File: src/rtl/xfab_pkg.sv
package xfab_pkg;

  typedef enum logic [1:0] {
    SIDE_N = 2'd0,
    SIDE_E = 2'd1,
    SIDE_S = 2'd2,
    SIDE_W = 2'd3
  } side_e;

  localparam int SP_CFG_W = 6;

  // per-track switch-point setup: forward mask above, driving side below
  typedef struct packed {
    logic [3:0] fwd;
    side_e      drv;
  } sp_cfg_t;

  // outputs of one switch point for a given setup and side inputs
  function automatic logic [3:0] sp_route(sp_cfg_t c, logic [3:0] ins);
    logic [3:0] o;
    o = '0;
    for (int k = 0; k < 4; k++) begin
      if ((k != int'(c.drv)) && c.fwd[k]) o[k] = ins[c.drv];
    end
    return o;
  endfunction

endpackage

File: src/rtl/xfab_cfg_chain.sv
module xfab_cfg_chain #(
  parameter int LEN = 8
) (
  input  logic           clk,
  input  logic           rst_n,
  input  logic           shift_en,
  input  logic           din,
  output logic [LEN-1:0] cfg_q
);

  always_ff @(posedge clk or negedge rst_n) begin
    if (!rst_n)        cfg_q <= '0;
    else if (shift_en) cfg_q <= {cfg_q[LEN-2:0], din};
  end

endmodule

File: src/rtl/xfab_xbar.sv
module xfab_xbar #(
  parameter int SRC = 8,
  parameter int DST = 8
) (
  input  logic [SRC-1:0]     src_i,
  input  logic [SRC*DST-1:0] xp_i,
  output logic [DST-1:0]     dst_o,
  output logic [DST-1:0]     conflict_o
);

  // {conflict, value} for one destination column
  function automatic logic [1:0] resolve_col(logic [SRC-1:0] en, logic [SRC-1:0] v);
    logic seen;
    logic multi;
    seen  = 1'b0;
    multi = 1'b0;
    for (int s = 0; s < SRC; s++) begin
      if (en[s]) begin
        if (seen) multi = 1'b1;
        seen = 1'b1;
      end
    end
    return {multi, (~multi) & (|(en & v))};
  endfunction

  for (genvar d = 0; d < DST; d++) begin : g_col
    logic [1:0] res;
    assign res           = resolve_col(xp_i[d*SRC +: SRC], src_i);
    assign dst_o[d]      = res[0];
    assign conflict_o[d] = res[1];
  end

endmodule

File: src/rtl/xfab_swpt.sv
module xfab_swpt
  import xfab_pkg::*;
(
  input  sp_cfg_t    cfg_i,
  input  logic [3:0] side_i,
  output logic [3:0] side_o
);

  assign side_o = sp_route(cfg_i, side_i);

endmodule

File: src/rtl/xfab_top.sv
module xfab_top
  import xfab_pkg::*;
#(
  parameter int N_LE   = 4,
  parameter int K_IN   = 4,
  parameter int N_CIN  = 4,
  parameter int N_COUT = 2,
  parameter int TRACKS = 3
) (
  input  logic                          clk,
  input  logic                          rst_n,
  input  logic                          cfg_en_i,
  input  logic                          cfg_bit_i,
  input  logic [N_LE-1:0]               le_out_i,
  input  logic [N_CIN-1:0]              clu_in_i,
  output logic [N_LE*K_IN-1:0]          le_in_o,
  output logic [N_COUT-1:0]             clu_out_o,
  output logic [N_LE*K_IN+N_COUT-1:0]   conflict_o,
  input  logic [TRACKS*4-1:0]           sp_in_i,
  output logic [TRACKS*4-1:0]           sp_out_o
);

  localparam int SRC     = N_LE + N_CIN;
  localparam int N_LEIN  = N_LE * K_IN;
  localparam int DST     = N_LEIN + N_COUT;
  localparam int XB_BITS = SRC * DST;
  localparam int SP_BITS = TRACKS * SP_CFG_W;
  localparam int CFG_LEN = XB_BITS + SP_BITS;

  logic [CFG_LEN-1:0] cfg_q;
  logic [SRC-1:0]     src_vec;
  logic [DST-1:0]     dst_vec;

  xfab_cfg_chain #(.LEN(CFG_LEN)) u_chain (
    .clk      (clk),
    .rst_n    (rst_n),
    .shift_en (cfg_en_i),
    .din      (cfg_bit_i),
    .cfg_q    (cfg_q)
  );

  assign src_vec = {clu_in_i, le_out_i};

  xfab_xbar #(.SRC(SRC), .DST(DST)) u_xbar (
    .src_i      (src_vec),
    .xp_i       (cfg_q[XB_BITS-1:0]),
    .dst_o      (dst_vec),
    .conflict_o (conflict_o)
  );

  assign le_in_o   = dst_vec[N_LEIN-1:0];
  assign clu_out_o = dst_vec[DST-1:N_LEIN];

  for (genvar t = 0; t < TRACKS; t++) begin : g_trk
    sp_cfg_t sc;
    assign sc = cfg_q[XB_BITS + t*SP_CFG_W +: SP_CFG_W];
    xfab_swpt u_sp (
      .cfg_i  (sc),
      .side_i (sp_in_i[t*4 +: 4]),
      .side_o (sp_out_o[t*4 +: 4])
    );
  end

endmodule

File: config.mk
export PLATFORM = sky130hd
export DESIGN_NAME = xfab_top
export DESIGN_NICKNAME = d
export VERILOG_FILES = /design/src/rtl/xfab_pkg.sv /design/src/rtl/xfab_cfg_chain.sv /design/src/rtl/xfab_xbar.sv /design/src/rtl/xfab_swpt.sv /design/src/rtl/xfab_top.sv
export SDC_FILE = /design/constraint.sdc
export NUM_CORES = 1
export LEC_CHECK = 0
export BUFFER_PORTS_ARGS = -buffer_cell sky130_fd_sc_hd__buf_4
export CORE_ASPECT_RATIO = 1.75
export CORE_MARGIN = 2
export CORE_UTILIZATION = 45
export CTS_BUF_LIST = sky130_fd_sc_hd__clkbuf_16
export CTS_CLUSTER_SIZE = 30
export DETAILED_ROUTE_END_ITERATION = 16
export MAX_ROUTING_LAYER = met4
export SKIP_LAST_GASP = 1
export SLEW_MARGIN = 20
export SYNTH_ARGS = -nofsm -noshare
export SYNTH_HDL_FRONTEND = slang
export SYNTH_HIERARCHICAL = 1
export SYNTH_SLANG_ARGS = --single-unit
File: constraint.sdc
create_clock -name clk -period 2.45 [get_ports clk]
set_clock_uncertainty 0.15 [all_clocks]
set_input_delay 0.1225 -clock clk [delete_from_list [all_inputs] [get_ports clk]]
set_output_delay 0.1225 -clock clk [all_outputs]
set_load 0.01 [all_outputs]
==> metrics.cfg <==
[critical_path]
slack_of_the_worst_reg_to_reg_path_ps = 1280
critPathArrivalTime_ps = 2140
critPathTopFamily = simple AND/OR/NAND/NOR gates
worstSetupStartpointType = register
worst-setup-path-type = register to primary output
end_kind = primary output
critical_path.startpoint = u_chain/cfg_q[81]$_DFFE_PN0P_
cp_num_buf_inv = 1
timing.critical_path.cells = or4_4 > o41ai_4 > o22ai_2 > a31oi_1 > buf_4
timing.critical_path.slowest_cell_delay_ps = 580
critical_path_peak_fanout = 2
critical_path_required_ps = 2180
rr_startpoint = u_chain/cfg_q[101]$_DFFE_PN0P_
crit_slowest_cell = or4_4

[detailed_routing]
vias_per_cell = 6.05
postRouteWirelength_um = 21200
post_drt_wl_per_cell_um = 20.1
drt_pass1_iterations = 4
drc = 0
postRouteAntennaNets = 0
dr.first_iter.drc_count = 344
vias = 6373

[timing]
finalMaxSlewViolations = 0
setup_repair_after_global_routing_missed_its_margin = yes
max_clock_freq_ghz = 0.415
fin_crit_ps = 2410
timing.final.crit_share_pct = 98.3
setup_viol_count_final = 0
setup_total_negative_slack_ps = 0
finalHoldViolations = 0
worst_slew_margin_rel_pct = 61.8
timing_worst_slew_pin_value_ps = 572

[global_route]
grt_overflow_total = 0
grt_use_total_pct = 20.5
first_global_vias = 6508
grt_start_max_net_pins = 61
grt_first_pass_wirelength_um = 34100
antenna_found_initial = 0

[clock_network]
clk-insertion-delay-late_ps = 420
clock-sinks = 162
cts-root-to-sink-buffers = 2
tritoncts = done
number_of_buffers_added_by_the_clock_tree_synthesis_step = 17
cts_max_level = 4
clockRootBuffer = clkbuf_16
clk_transition_reported_paths_ps = 60

[finish]
layout-drive-gt1-share_pct = 52.4
final_cell_count_no_fill = 1054
nNetsFinal = 820
area_of_the_multi_input_gates_um2 = 4920
reg_top3 = u_chain/cfg_q x162
area_growth_pct = 21.1
area.sequential_um2 = 4070
number_of_flip_flops_in_the_largest_register = 162
fillers = 1651
register_with_the_most_flip_flops = u_chain/cfg_q
antenna_cells_inserted = 0

[floorplanning]
dieWidth_um = 111
chipHeight_um = 192
initial_core_util_pct = 45.8
row_count = 68
design.die.area_um2 = 21300
core_area_um2 = 19700
io_pins = 72

[power]
p_leak_uw = 0.00494
power_density_nw_per_um2 = 646
worst_case_vdd_ir_drop_uv = 443

[synthesis]
largest_family_of_logic_cells_by_synthesized_area = multiplexers
simple_gate_portion_of_the_synthesized_area_pct = 7.55
mappedNetlistNets = 700
synth_adder_area_share_pct = 0.221
yosysSeqAreaShare_pct = 44.8
netlist_instances = 676
yosysUniqueCellTypes = 33
avgSynthCellArea_um2 = 13.4
synth_mux_area_share_pct = 23.5
synth.yosys.warnings = 6
synthesis.area_um2 = 9050
yosys.area_share.xor_xnor_pct = 0
synthesized_area_fraction_occupied_by_ao_oa_aoi_and_oai_cells_pct = 21.3
synth_seq_cells = 162

[placement]
dpl.cell_count = 965
port_buffers = 71
dp_hpwl_um = 12500
place.gp.congestion = 0.820

[run_status]
status = completed

[run]
cap_violations = 0

[min_path]
hold_path.class = primary input to asynchronous set/reset pin

## cells by family (layout without fill, tap and decap cells)
group	count (synthesis)	count (layout)
muxes	162	162
buffers and inverters	40	173
DFF	162	162
adders and majority gates	2	2
AOI/OAI and AO/OA	209	209
and+or+nand+nor	101	101
## cells in the mapped netlist
cell       count  area, um^2
nand2b_1       3        18.8
a21oi_2       10        87.6
nor2_1        32         120
inv_1          6        22.5
and2_1        16         100
a2111oi_4     18         495
nand3_1        3        15.0
o211a_1        3        30.0
clkbuf_1      13        48.8
a31oi_1        2        12.5
a211oi_1      41         308
nor2b_2        3        26.3
or4_4         18         203
o41ai_1        2        17.5
nand2_1        3        11.3
a21oi_1       25         125
mux2_4        80        1200
maj3_1         2        20.0
buf_1          3        11.3
a22o_1         2        17.5
and4_1        16         140
or3_1          2        12.5
o22ai_1        2        12.5
mux2_2        82         923
a2111oi_0     18         158
dfrtp_1      162        4050
buf_6         10         113
and3b_1        3        26.3
buf_2          8        40.0
o21ai_2       16         140
nor3_1         2        10.0
a221oi_1       2        17.5
a22oi_1       68         510
## power by group
| part | leakage (uW) | total [uW] | switching [uW] | internal, uW |
|---|---|---|---|---|
| Combinational | 0.00247 | 1380 | 636 | 741 |
| Clock | 0.000279 | 2500 | 1030 | 1470 |
| Sequential | 0.00219 | 3200 | 321 | 2880 |
## cells in the final DEF (no fill, tap or decap), drive strengths merged, types with 3 or more instances in the layout
master | netlist | final
nor2 | 32 | 32
and4 | 16 | 16
buf | 21 | 132
and2 | 16 | 16
a21oi | 35 | 35
nand2 | 3 | 3
a211oi | 41 | 41
dfrtp | 162 | 162
nand2b | 3 | 3
mux2 | 162 | 162
o21ai | 16 | 16
dlygate4sd3 | 0 | 3
o211a | 3 | 3
clkbuf | 13 | 17
nor2b | 3 | 3
nand3 | 3 | 3
a22oi | 68 | 68
and3b | 3 | 3
or4 | 18 | 18
inv | 6 | 9
clkinv | 0 | 7
clkinvlp | 0 | 3
a2111oi | 36 | 36
## layout make-up
cell class	count	share of cell area, %
clock buffer	17	3.88
clock inverter	15	1.16
inverter	6	0.206
multi-input combinational	474	44.9
sequential	162	37.1
tap	245	2.80
timing repair buffer	135	9.94
## worst reg2reg max path, cell delays in order (launching register included)
cell     delay [ps]
dfrtp_1         380
buf_4           130
buf_4           140
mux2_4          260
## final timing paths
kind / endpoint / depth (start not counted)
worst min-delay path: u_chain/cfg_q[130]$_DFFE_PN0P_ / 2
worst min register to register: u_chain/cfg_q[161]$_DFFE_PN0P_ / 1
worst max register to register: u_chain/cfg_q[101]$_DFFE_PN0P_ / 3
worst max-delay path: le_in_o[10] / 5
max in group asynchronous: u_chain/cfg_q[124]$_DFFE_PN0P_ / 3
min in group clk: u_chain/cfg_q[0]$_DFFE_PN0P_ / 3
## what timing repair did
item / in CTS / in global routing
pin swaps: 3 / 24
endpoints found under the hold margin: 74 / 0
hold buffers: 3 / 0
setup endpoints to repair: 34 / 33
setup buffers: 45 / 9
resized for setup: 18 / 42
## metrics by stage
stage               instance area (um^2)  util, %  power (uW)  hold slack (ps)  setup WS [ps]
floorplan                           9050        -        4010             -323            504
global placement                    9790     49.6        4390            -4.75            400
finish                             11000     55.5        7080              103           40.7
CTS                                10800     54.5        7080              122           1.19
detailed placement                  9790     49.6        4430            0.757            363
global route                       11000     55.5        7430              156          -62.4
## metal layers
| metal | share of wire (%) | GRT usage, % | vias up |
|---|---|---|---|
| li1 | - | - | 2933 |
| met1 | 41 | 23.3 | 3247 |
| met2 | 53 | 36.0 | 163 |
| met3 | 4.1 | 3.66 | 30 |
| met4 | 2.2 | 7.79 | 0 |
| met5 | 0 | - | - |
Power figures use the tool's default switching activity.
